===== src/rtl/dmd_pkg.sv =====
package dmd_pkg;
  typedef enum logic {
    MODE_DUAL   = 1'b0,
    MODE_SINGLE = 1'b1
  } dmd_mode_e;
endpackage


===== src/rtl/dmd_steer.sv =====
// Turns mode, enables and addresses into a per-bank enable and select.
// Single mode reuses both banks, with the top address bit choosing between them.
module dmd_steer
  import dmd_pkg::*;
#(
  parameter int ADDR_W = 2
) (
  input  logic                   mode_single,
  input  logic [ADDR_W:0]        addr_a,
  input  logic [ADDR_W-1:0]      addr_b,
  input  logic [1:0]             en_a_n,
  input  logic [1:0]             en_b_n,
  output logic [1:0]             grp_en,
  output logic [1:0][ADDR_W-1:0] grp_sel
);
  logic all_low;

  always_comb begin
    // Shared enables in single mode behave like wired lines: any high disables.
    all_low = ~|{en_a_n, en_b_n};
    if (dmd_mode_e'(mode_single) == MODE_SINGLE) begin
      grp_en[0]  = all_low & ~addr_a[ADDR_W];
      grp_en[1]  = all_low &  addr_a[ADDR_W];
      grp_sel[0] = addr_a[ADDR_W-1:0];
      grp_sel[1] = addr_a[ADDR_W-1:0];
    end else begin
      grp_en[0]  = ~|en_a_n;
      grp_en[1]  = ~|en_b_n;
      grp_sel[0] = addr_a[ADDR_W-1:0];
      grp_sel[1] = addr_b;
    end
  end
endmodule


===== src/rtl/dmd_group_dec.sv =====
// One-hot decode of a bank select, gated by the bank enable.
module dmd_group_dec #(
  parameter int ADDR_W = 2,
  localparam int OUTS  = 1 << ADDR_W
) (
  input  logic              en,
  input  logic [ADDR_W-1:0] sel,
  output logic [OUTS-1:0]   hot
);
  for (genvar i = 0; i < OUTS; i++) begin : g_line
    assign hot[i] = en && (sel == ADDR_W'(i));
  end
endmodule


===== src/rtl/dmd_out_stage.sv =====
// Applies the polarity mask, either directly or through a register.
module dmd_out_stage #(
  parameter int W       = 8,
  parameter bit REG_OUT = 1'b0
) (
  input  logic         clk,
  input  logic         rst,
  input  logic [W-1:0] hot,
  input  logic [W-1:0] inv,
  output logic [W-1:0] q
);
  if (REG_OUT) begin : g_reg
    always_ff @(posedge clk) begin
      if (rst) q <= inv;          // inactive level = mask alone
      else     q <= hot ^ inv;
    end
  end else begin : g_comb
    logic unused_clk_rst;
    assign unused_clk_rst = clk ^ rst;
    assign q = hot ^ inv;
  end
endmodule


===== src/rtl/dual_mode_line_decoder.sv =====
module dual_mode_line_decoder #(
  parameter int ADDR_W  = 2,
  parameter bit REG_OUT = 1'b0,
  localparam int GRP    = 1 << ADDR_W,
  localparam int OUT_W  = 2 * GRP
) (
  input  logic              clk,
  input  logic              rst,
  input  logic              mode_single,
  input  logic [ADDR_W:0]   addr_a,
  input  logic [ADDR_W-1:0] addr_b,
  input  logic [1:0]        en_a_n,
  input  logic [1:0]        en_b_n,
  input  logic              pol_a,
  input  logic              pol_b,
  input  logic              pol_c,
  output logic [OUT_W-1:0]  dec_o
);
  logic [1:0]             grp_en;
  logic [1:0][ADDR_W-1:0] grp_sel;
  logic [OUT_W-1:0]       hot;
  logic [OUT_W-1:0]       inv;
  logic [1:0]             half_hi;

  dmd_steer #(.ADDR_W(ADDR_W)) u_steer (
    .mode_single (mode_single),
    .addr_a      (addr_a),
    .addr_b      (addr_b),
    .en_a_n      (en_a_n),
    .en_b_n      (en_b_n),
    .grp_en      (grp_en),
    .grp_sel     (grp_sel)
  );

  assign half_hi[0] = pol_a ^ pol_c;
  assign half_hi[1] = pol_b ^ pol_c;

  for (genvar g = 0; g < 2; g++) begin : g_bank
    dmd_group_dec #(.ADDR_W(ADDR_W)) u_dec (
      .en  (grp_en[g]),
      .sel (grp_sel[g]),
      .hot (hot[g*GRP +: GRP])
    );
    assign inv[g*GRP +: GRP] = {GRP{~half_hi[g]}};
  end

  dmd_out_stage #(.W(OUT_W), .REG_OUT(REG_OUT)) u_out (
    .clk (clk),
    .rst (rst),
    .hot (hot),
    .inv (inv),
    .q   (dec_o)
  );
endmodule


===== config.mk =====
export PLATFORM = sky130hd
export DESIGN_NAME = dual_mode_line_decoder
export DESIGN_NICKNAME = d
export VERILOG_FILES = /design/src/rtl/dmd_pkg.sv /design/src/rtl/dmd_steer.sv /design/src/rtl/dmd_group_dec.sv /design/src/rtl/dmd_out_stage.sv /design/src/rtl/dual_mode_line_decoder.sv
export SDC_FILE = /design/constraint.sdc
export NUM_CORES = 1
export LEC_CHECK = 0
export ABC_AREA = 1
export BUFFER_PORTS_ARGS = -buffer_cell sky130_fd_sc_hd__buf_2
export CAP_MARGIN = 20
export CORE_AREA = 2 2 39 41
export DETAILED_ROUTE_END_ITERATION = 7
export DIE_AREA = 0 0 41 43
export GPL_TIMING_DRIVEN = 0
export SETUP_SLACK_MARGIN = 0.1
export SYNTH_ARGS = -nofsm -noshare
export SYNTH_HDL_FRONTEND = slang
export SYNTH_SLANG_ARGS = --single-unit

===== constraint.sdc =====
create_clock -name vclk -period 0.9
set_input_delay 0.135 -clock vclk [all_inputs]
set_output_delay 0.135 -clock vclk [all_outputs]
set_load 0.03 [all_outputs]

# Word level (Yosys, flattened, before mapping)
# Index checks and enable logic that the tools add are counted.
[classes]
mux = 2
bitwise = 8
n_eq_ne = 6
reduce_logical = 16
[ops]
columns = ["cell", "count"]
rows = [
  ["$eq 2x2->1 const B", 4],
  ["$logic_and 1x1->1", 8],
  ["$xor 8x8->8", 1],
  ["$eq 2x1->1 const B", 2],
  ["$logic_not 2->1", 2],
  ["$mux 4", 1],
  ["$reduce_or 2->1", 2],
  ["$reduce_or 4->1", 1],
  ["$logic_not 1->1", 3],
  ["$not 1->1", 3],
  ["$and 1x1->1", 2],
  ["$mux 2", 1],
  ["$xor 1x1->1", 2],
]
[word_totals]
output_inout_bits = 8
word_cells = 32
register_bits = 0

# Logic depth before layout (Yosys ltp)
# Gate-level depths: netlist of run 1.
[logic_depth]
depth_word = 6
depth_mapped = 8
mapped_depth_nobuf = 7

# Hierarchy
# Synthesis of run 1 repeated with hierarchy kept, for this count alone.
[unflattened]
hier_cells = 82
area_unflattened_um2 = 325.3
[by_module_without_submodules]
columns = ["mod", "area_per_inst_um2", "seq_area_each_um2", "cells_each", "instances"]
rows = [
  ["dmd_out_stage", 150.1, 0.0, 40, 1],
  ["dmd_steer", 81.3, 0.0, 17, 1],
  ["dmd_group_dec", 30.0, 0.0, 8, 2],
  ["dual_mode_line_decoder", 33.8, 0.0, 9, 1],
]

# Worst setup path after synthesis of run 1
# OpenSTA, ideal clock, no wires.
[synth_path]
path_kind = "input-to-output"
from = "in en_a_n[1]"
to = "out dec_o[4]"
stages = 5
path_buffers = 0
required_time_ns = 0.765
setup_slack_ns = -0.080
arrival_time_ns = 0.845
cell_sequence = "nor2_4 -> nand2_4 -> a21oi_4 -> nand3_1 -> nand2_1"
[synth_between]
elab_chain_cells = 6
[synth_lines]
columns = ["element", "line_no", "rtl"]
rows = [
  ["start, declared", "dual_mode_line_decoder.sv:12", "input logic [1:0] en_a_n,"],
  ["$reduce_or 4->1", "dmd_steer.sv:20", "all_low = ~|{en_a_n, en_b_n};"],
  ["$logic_not 1->1", "dmd_steer.sv:20", ""],
  ["$and 1x1->1", "dmd_steer.sv:23", "grp_en[1] = all_low & addr_a[ADDR_W];"],
  ["$mux 2", "dmd_steer.sv:21", "if (dmd_mode_e'(mode_single) == MODE_SINGLE) begin"],
  ["$logic_and 1x1->1", "dmd_group_dec.sv:11", "assign hot[i] = en && (sel == ADDR_W'(i));"],
  ["$xor 8x8->8", "dmd_out_stage.sv:20", "assign q = hot ^ inv;"],
  ["end, declared", "dual_mode_line_decoder.sv:17", "output logic [OUT_W-1:0] dec_o"],
]
# Every way passes these cells.

# Worst setup path in the final report of run 1
[layout_path]
from = "in en_a_n[1]"
to = "out dec_o[6]"
# The elaborated chain is that of the path after synthesis.

==> flow_metrics.env, run 1 <==
export IMPL_outcome="finished, violations left"
export IMPL_violations="setup timing"
export IMPL_endpoint_kind="output pin"
export IMPL_cp_common_cell="buf_6"
export IMPL_firstDrtPassIters=4
export IMPL_synth_fp_nets=88
export IMPL_slowest_delay_ns=0.22
export IMPL_multi_input_area_sq_um=438
export IMPL_seq_cells=0
export IMPL_p_per_area_mw_per_mm2=680
export IMPL_start_util=0.287
export IMPL_synth_seq_area_share=0
export IMPL_setup_ws_ns=-0.230
export IMPL_overflow=0
export IMPL_n_antenna_cell=0
export IMPL_wl_per_cell_microns=8.90
export IMPL_dp_slack_ns=-0.323
export IMPL_max_freq_mhz=885
export IMPL_pin_count=23
export IMPL_slew_viol_final=0
export IMPL_post_dp_hpwl_microns=801
export IMPL_worst_ir_drop_vdd_mv=0.240
export IMPL_rows=14
export IMPL_cp_max_fo=4
export IMPL_path_class="in2out"
export IMPL_nets=115
export IMPL_startpoint_type="input pin"
export IMPL_portBuffers=20
export IMPL_syn_inst=73
export IMPL_maxCapViolCount=0
export IMPL_grt_antenna_before_repair=0
export IMPL_vias=531
export IMPL_areaGrowthSynthToFinish_pct=93.1
export IMPL_hold_class="in2out"
export IMPL_hold_slack_ns=0.688
export IMPL_hold_viol=0
export IMPL_yosysWarningCount=0
export IMPL_tightest_slew_ns=0.254
export IMPL_grt_max_degree=9
export IMPL_drt_initial_drc_count=6
export IMPL_track_usage=0.129
export IMPL_core_area_sq_mm=0.00138
export IMPL_ant_nets=0
export IMPL_chipHeight_microns=43
export IMPL_crit_chain="buf_6 -> nor2_4 -> nand2_4 -> a21oi_4 -> nand3_2 -> nand2_2 -> buf_6"
export IMPL_period_share=1.26
export IMPL_yosysUniqueCellTypes=17
export IMPL_p_leak_nw=0.381
export IMPL_grt_pass1_wl_mm=1.73
export IMPL_die_w_microns=41
export IMPL_place_congestion=0.762
export IMPL_drc=0
export IMPL_rsz0062_at_grt="yes"
export IMPL_dieArea_sq_mm=0.00176
export IMPL_post_route_min_period_ns=1.13
export IMPL_area_sequential_sq_um=0
export IMPL_worst_path_max_delay_cell="a21oi_4"
export IMPL_synthesis_area_sq_um=397
export IMPL_setup_viol_count_final=8
export IMPL_nFillCells=130
export IMPL_crit_arrival_ns=1.00
export IMPL_grt_pass1_vias=444
export IMPL_avgSynthCellArea_sq_um=5.43
export IMPL_routed_wl_mm=1.02
export IMPL_vias_per_cell=4.66
export IMPL_relSlewSlack=0.830
export IMPL_crit_required_ns=0.76
export IMPL_drive_gt1_frac=0.612
export IMPL_num_clock_buffers=0
metal layers:
layer  global-route usage  part of all wire  vias up
met2                0.244              0.57       11
met4                    0                 0        0
li1                     -                 -      277
met5                    0                 0        -
met1                0.156              0.39      243
met3               0.0105             0.037        0
layout by cell type, fill, tap and decap left out, drive strengths merged:
cell type  Yosys  routed
nand2         33      33
buf            1      26
inv           12      12
nand3         11      11
nor2           7       7
nand4          4       4
xnor2          1       1
a21oi          1       1
o21ai          1       1
xor2           1       1
o21bai         1       1
per-stage QoR:
step	power (mW)	cells	utilization	setup TNS, ns	cell area [sq um]
after floorplan	0.288	73	-	-0.103	462
after global placement	0.392	109	0.420	-2.28	582
after detailed placement	0.397	109	0.420	-2.40	582
after CTS	0.483	112	0.511	-1.51	707
after global routing	0.564	114	0.553	-2.12	766
final	0.521	114	0.553	-1.67	766
report_power, final:
| part | internal (mW) | total (mW) | switching [mW] |
|---|---|---|---|
| registers | 0 | 0 | 0 |
| logic | 0.225 | 0.521 | 0.296 |
| clock network | 0 | 0 | 0 |
| total | 0.225 | 0.521 | 0.296 |
logic make-up after synthesis:
logic type | share of synthesized area
AOI/OAI and AO/OA | 0.101
xor gates and xnor gates | 0.0820
buffers and inverters | 0.148
and+or+nand+nor | 0.669
critical path, delay by kind of cell:
family                 cells  cell delay (ns)
and+or+nand+nor            4             0.41
AOI/OAI and AO/OA          1             0.22
buffers and inverters      2             0.21
Yosys cell counts:
cell type  count  area (sq um)
nor2_2         3          18.8
xor2_2         1          16.3
o21bai_1       1          7.51
nand2_1       27           101
inv_1          9          33.8
inv_4          1          6.26
nand2_4        1          11.3
o21ai_4        1          16.3
xnor2_2        1          16.3
nand4_1        4          25.0
nand3_1       11          55.1
buf_6          1          11.3
nor2_1         3          11.3
a21oi_4        1          16.3
inv_2          2          7.51
nor2_4         1          11.3
nand2_2        5          31.3
what timing repair did:
action                     4_1_cts  5_1_grt
buffers inserted                 3        2
gates resized for setup         28        8
pin swaps                       17       12
setup endpoints to repair        8        8
hold buffers                     0        0
final timing paths:
check,from,to,slack (ns),cells after the start
min,en_a_n[0],dec_o[2],0.69,6
max,en_a_n[1],dec_o[6],-0.23,7
cell type report:
class,instances,area share
buffer,1,0.0147
inverter,12,0.0931
multi-input combinational,60,0.572
tap,16,0.0261
timing repair buffer,25,0.294
Power figures use the tool's default switching activity.
==> run 2, diff against run 1 <==
GPL_TIMING_DRIVEN = default   (was 0)
MAX_ROUTING_LAYER = met4   (was default)
==> flow_metrics.env, run 2 (same netlist as run 1, synthesis figures left out) <==
export IMPL_core_area_sq_mm=0.00138
export IMPL_start_util=0.287
export IMPL_vias=522
export IMPL_worst_ir_drop_vdd_mv=0.261
export IMPL_crit_chain="buf_12 -> inv_16 -> nand2_8 -> buf_4 -> a21oi_4 -> nand3_1 -> nand2_2 -> buf_6"
export IMPL_grt_antenna_before_repair=0
export IMPL_drt_initial_drc_count=2
export IMPL_n_antenna_cell=0
export IMPL_max_freq_mhz=924
export IMPL_final_cell_mix="13 x nand2_2, 13 x nand2_1, 11 x buf_6"
export IMPL_grt_pass1_wl_mm=1.77
export IMPL_setup_viol_count_final=8
export IMPL_period_share=1.20
export IMPL_rsz0062_at_grt="yes"
export IMPL_area_sequential_sq_um=0
export IMPL_wl_per_cell_microns=8.50
export IMPL_chipHeight_microns=43
export IMPL_nFillCells=141
export IMPL_maxCapViolCount=0
export IMPL_drive_gt1_frac=0.643
export IMPL_grt_pass1_vias=469
export IMPL_die_w_microns=41
export IMPL_vias_per_cell=4.58
export IMPL_crit_start="en_b_n[1]"
export IMPL_hp_start="addr_a[1]"
export IMPL_cp_max_fo=4
export IMPL_slowest_delay_ns=0.17
export IMPL_setup_ws_ns=-0.183
export IMPL_p_per_area_mw_per_mm2=678
export IMPL_tightest_slew_ns=0.246
export IMPL_routed_wl_microns=969
export IMPL_seq_cells=0
export IMPL_ant_nets=0
export IMPL_multi_input_area_sq_um=447
export IMPL_post_dp_hpwl_microns=806
export IMPL_critPathTopFamily="buffers and inverters"
export IMPL_endpoint_kind="output pin"
export IMPL_portBuffers=21
export IMPL_violations="setup timing"
export IMPL_nets=115
export IMPL_slew_viol_final=0
export IMPL_place_congestion=0.772
export IMPL_hold_viol=0
export IMPL_track_usage=0.137
export IMPL_crit_required_ns=0.76
export IMPL_firstDrtPassIters=4
export IMPL_cts_hold_buf=0
export IMPL_grt_max_degree=9
export IMPL_post_route_min_period_ns=1.08
export IMPL_p_leak_nw=0.389
export IMPL_worst_path_max_delay_cell="a21oi_4"
export IMPL_utilization=0.563
export IMPL_crit_arrival_ns=0.95
export IMPL_overflow=0
export IMPL_startpoint_type="input pin"
export IMPL_dp_slack_ns=-0.311
export IMPL_rows=14
export IMPL_dieArea_sq_mm=0.00176
export IMPL_relSlewSlack=0.836
export IMPL_num_clock_buffers=0
export IMPL_path_class="in2out"
export IMPL_drc=0
export IMPL_pin_count=23
export IMPL_timing_critical_path_buf_inv=4
export IMPL_outcome="finished, violations left"
export IMPL_areaGrowthSynthToFinish_pct=96.5
export IMPL_hold_class="in2out"
run 2: worst paths after layout:
| check | to | slack, ns | cells after the start |
|---|---|---|---|
| setup / recovery | dec_o[7] | -0.18 | 8 |
| hold / removal | dec_o[1] | 0.72 | 5 |
run 2: per-layer routing:
metal	global-route usage	wire, microns
met2	0.259	572
met1	0.162	364
met4	0	0
met3	0	33
met5	-	0
run 2: area by class of cell:
cell class / instances / share of cell area
Inverter: 12 / 0.0915
Tap cell: 16 / 0.0257
Multi-Input combinational cell: 60 / 0.573
Timing Repair Buffer: 26 / 0.310
run 2: what timing repair did:
item,in CTS,in global routing
pin swaps,16,14
setup endpoints to repair,8,8
gates resized for setup,29,16
buffers inserted,1,0
run 2: through the flow:
step | setup TNS (ns) | cells | cell area [sq um] | power (mW) | hold slack, ns
global route | -1.76 | 114 | 779 | 0.574 | 0.747
CTS | -1.34 | 114 | 716 | 0.491 | 0.742
finish | -1.27 | 114 | 779 | 0.528 | 0.715
global placement | -1.90 | 113 | 606 | 0.407 | 0.751
detailed placement | -1.99 | 113 | 606 | 0.409 | 0.761
floorplan | -0.103 | 73 | 462 | 0.288 | 0.488
run 2: where the power goes:
part	internal (mW)	switching, mW
combinational	0.229	0.300
clock	0	0
sequential	0	0
==> run 3, diff against run 2 <==
ABC_AREA = 0   (was 1)
==> flow_metrics.env, run 3 <==
export IMPL_p_leak_nw=0.265
export IMPL_synth_mux_area_frac=0.184
export IMPL_pin_count=23
export IMPL_netlist_area_leader_share=0.313
export IMPL_grt_pass1_wl_mm=1.21
export IMPL_rsz0062_at_grt="yes"
export IMPL_startpoint_type="input pin"
export IMPL_start_util=0.182
export IMPL_outcome="finished, violations left"
export IMPL_grt_antenna_before_repair=0
export IMPL_dp_slack_ns=-0.672
export IMPL_maxCapViolCount=0
export IMPL_drc=0
export IMPL_synthSimpleGateAreaFrac=0.214
export IMPL_chipHeight_microns=43
export IMPL_yosysMostFrequentCell="xnor2_1"
export IMPL_portBuffers=21
export IMPL_synth_common_cells="9 x xnor2_1, 3 x a2111oi_1, 2 x mux2i_1, 2 x nand4b_1, 2 x nor2_1"
export IMPL_intPower_mw=0.258
export IMPL_tightest_slew_ns=0.473
export IMPL_setup_viol_count_final=8
export IMPL_p_per_area_mw_per_mm2=748
export IMPL_synth_seq_area_share=0
export IMPL_hold_viol=0
export IMPL_setup_ws_ns=-0.599
export IMPL_relSlewSlack=0.675
export IMPL_hold_class="in2out"
export IMPL_synthesis_area_sq_um=251
export IMPL_crit_arrival_ns=1.36
export IMPL_synth_top_family_by_area="XOR/XNOR gates"
export IMPL_rows=14
export IMPL_ant_nets=0
export IMPL_synth_compound_area_frac=0.209
export IMPL_area_sequential_sq_um=0
export IMPL_grt_pass1_vias=292
export IMPL_synthTopCellsByArea="xnor2_1 31%, a2111oi_1 12%, mux2i_1 8.0%, nand4b_1 7.0%, a2111oi_2 6.0%"
export IMPL_clkPwrFrac=0
export IMPL_synth_fa_ha_area_frac=0
export IMPL_timing_critical_path_buf_inv=2
export IMPL_worst_path_max_delay_cell="or3b_4"
export IMPL_p_total_mw=0.512
export IMPL_post_dp_hpwl_microns=636
export IMPL_core_area_sq_mm=0.00138
export IMPL_num_clock_buffers=0
export IMPL_synthXorXnorAreaFrac=0.348
export IMPL_synth_fp_nets=43
export IMPL_slew_viol_final=0
export IMPL_endpoint_kind="output pin"
export IMPL_crit_required_ns=0.76
export IMPL_utilization=0.495
export IMPL_place_congestion=0.618
export IMPL_dieArea_sq_mm=0.00176
export IMPL_yosysWarningCount=0
export IMPL_firstDrtPassIters=2
export IMPL_avgSynthCellArea_sq_um=8.98
export IMPL_slowest_delay_ns=0.46
export IMPL_areaGrowthSynthToFinish_pct=172
export IMPL_seq_cells=0
export IMPL_path_class="in2out"
export IMPL_worst_ir_drop_vdd_mv=0.401
export IMPL_track_usage=0.0955
export IMPL_vias_per_cell=4.84
export IMPL_critPathTopFamily="simple AND/OR/NAND/NOR gates"
export IMPL_nets=70
export IMPL_max_freq_mhz=667
export IMPL_overflow=0
export IMPL_crit_chain="buf_6 -> or3b_4 -> a2111oi_4 -> xnor2_2 -> buf_6"
export IMPL_drt_initial_drc_count=1
export IMPL_setup_tns_ns=-3.66
export IMPL_violations="setup timing"
export IMPL_yosys_area_top_type="xnor2_1"
export IMPL_drive_gt1_frac=0.849
export IMPL_yosysUniqueCellTypes=15
export IMPL_p_sw_mw=0.254
export IMPL_cp_max_fo=4
export IMPL_vias=334
export IMPL_period_share=1.67
export IMPL_mostFrequentLayoutCell="buf_6"
export IMPL_final_cell_mix="13 x buf_6, 8 x xnor2_2, 7 x buf_2"
export IMPL_comb_power_share=1.000
export IMPL_p_seq_frac=0
export IMPL_wl_per_cell_microns=11.6
export IMPL_n_antenna_cell=0
export IMPL_routed_wl_microns=798
export IMPL_grt_max_degree=7
export IMPL_p_sw_frac=0.495
export IMPL_post_route_min_period_ns=1.50
export IMPL_cp_common_cell="buf_6"
export IMPL_die_w_microns=41
export IMPL_syn_inst=28
export IMPL_cts_hold_buf=0
[run 3: cell types whose count changed after synthesis, sizes merged, moves of 2 or more]
cell / change
nand2: -33
inv: -12
nand3: -10
xnor2: +8
nor2: -5
a2111oi: +4
nand4: -3
mux2: +2
mux2i: +2
nand4b: +2
[run 3: cell type report]
cell class / count / area [sq um]
fillers: 131 / 699
multi-input cells: 27 / 410
well taps: 16 / 20.0
repair buffers: 26 / 254
[run 3: stage by stage]
stage               instance area, sq um  hold WS (ns)  cells
finish                               684         0.722     69
global route                         684         0.757     69
CTS                                  647         0.747     68
detailed placement                   552         0.744     68
global placement                     552         0.744     68
floorplan                            404         0.506     28
[run 3: cells by family after synthesis]
logic type | after synthesis
buffers and inverters | 1
AND/OR/NAND/NOR | 8
multiplexers | 4
AO/OA/AOI/OAI | 5
XOR/XNOR | 10
[run 3: layer usage]
| metal | vias up | track usage | part of all wire |
|---|---|---|---|
| li1 | 161 | - | - |
| met1 | 159 | 0.115 | 0.39 |
| met2 | 14 | 0.178 | 0.53 |
| met3 | 0 | 0 | 0.075 |
| met4 | 0 | 0 | 0 |
| met5 | - | - | 0 |
[run 3: power groups by stage]
stage | registers, mW | logic, mW | clock network (mW)
after floorplan | 0 | 0.292 | 0
after global placement | 0 | 0.408 | 0
after detailed placement | 0 | 0.412 | 0
after CTS | 0 | 0.494 | 0
after global routing | 0 | 0.542 | 0
final | 0 | 0.512 | 0
[run 3: worst paths after layout]
kind / from / to / slack [ns] / cells past startpoint
max: en_a_n[0] / dec_o[7] / -0.60 / 5
min: en_a_n[0] / dec_o[0] / 0.72 / 5
[run 3: timing repair]
item                       in CTS  in global routing
buffers inserted                0                  1
resized for setup              24                  8
setup endpoints to repair       8                  8
pin swaps                      10                  8
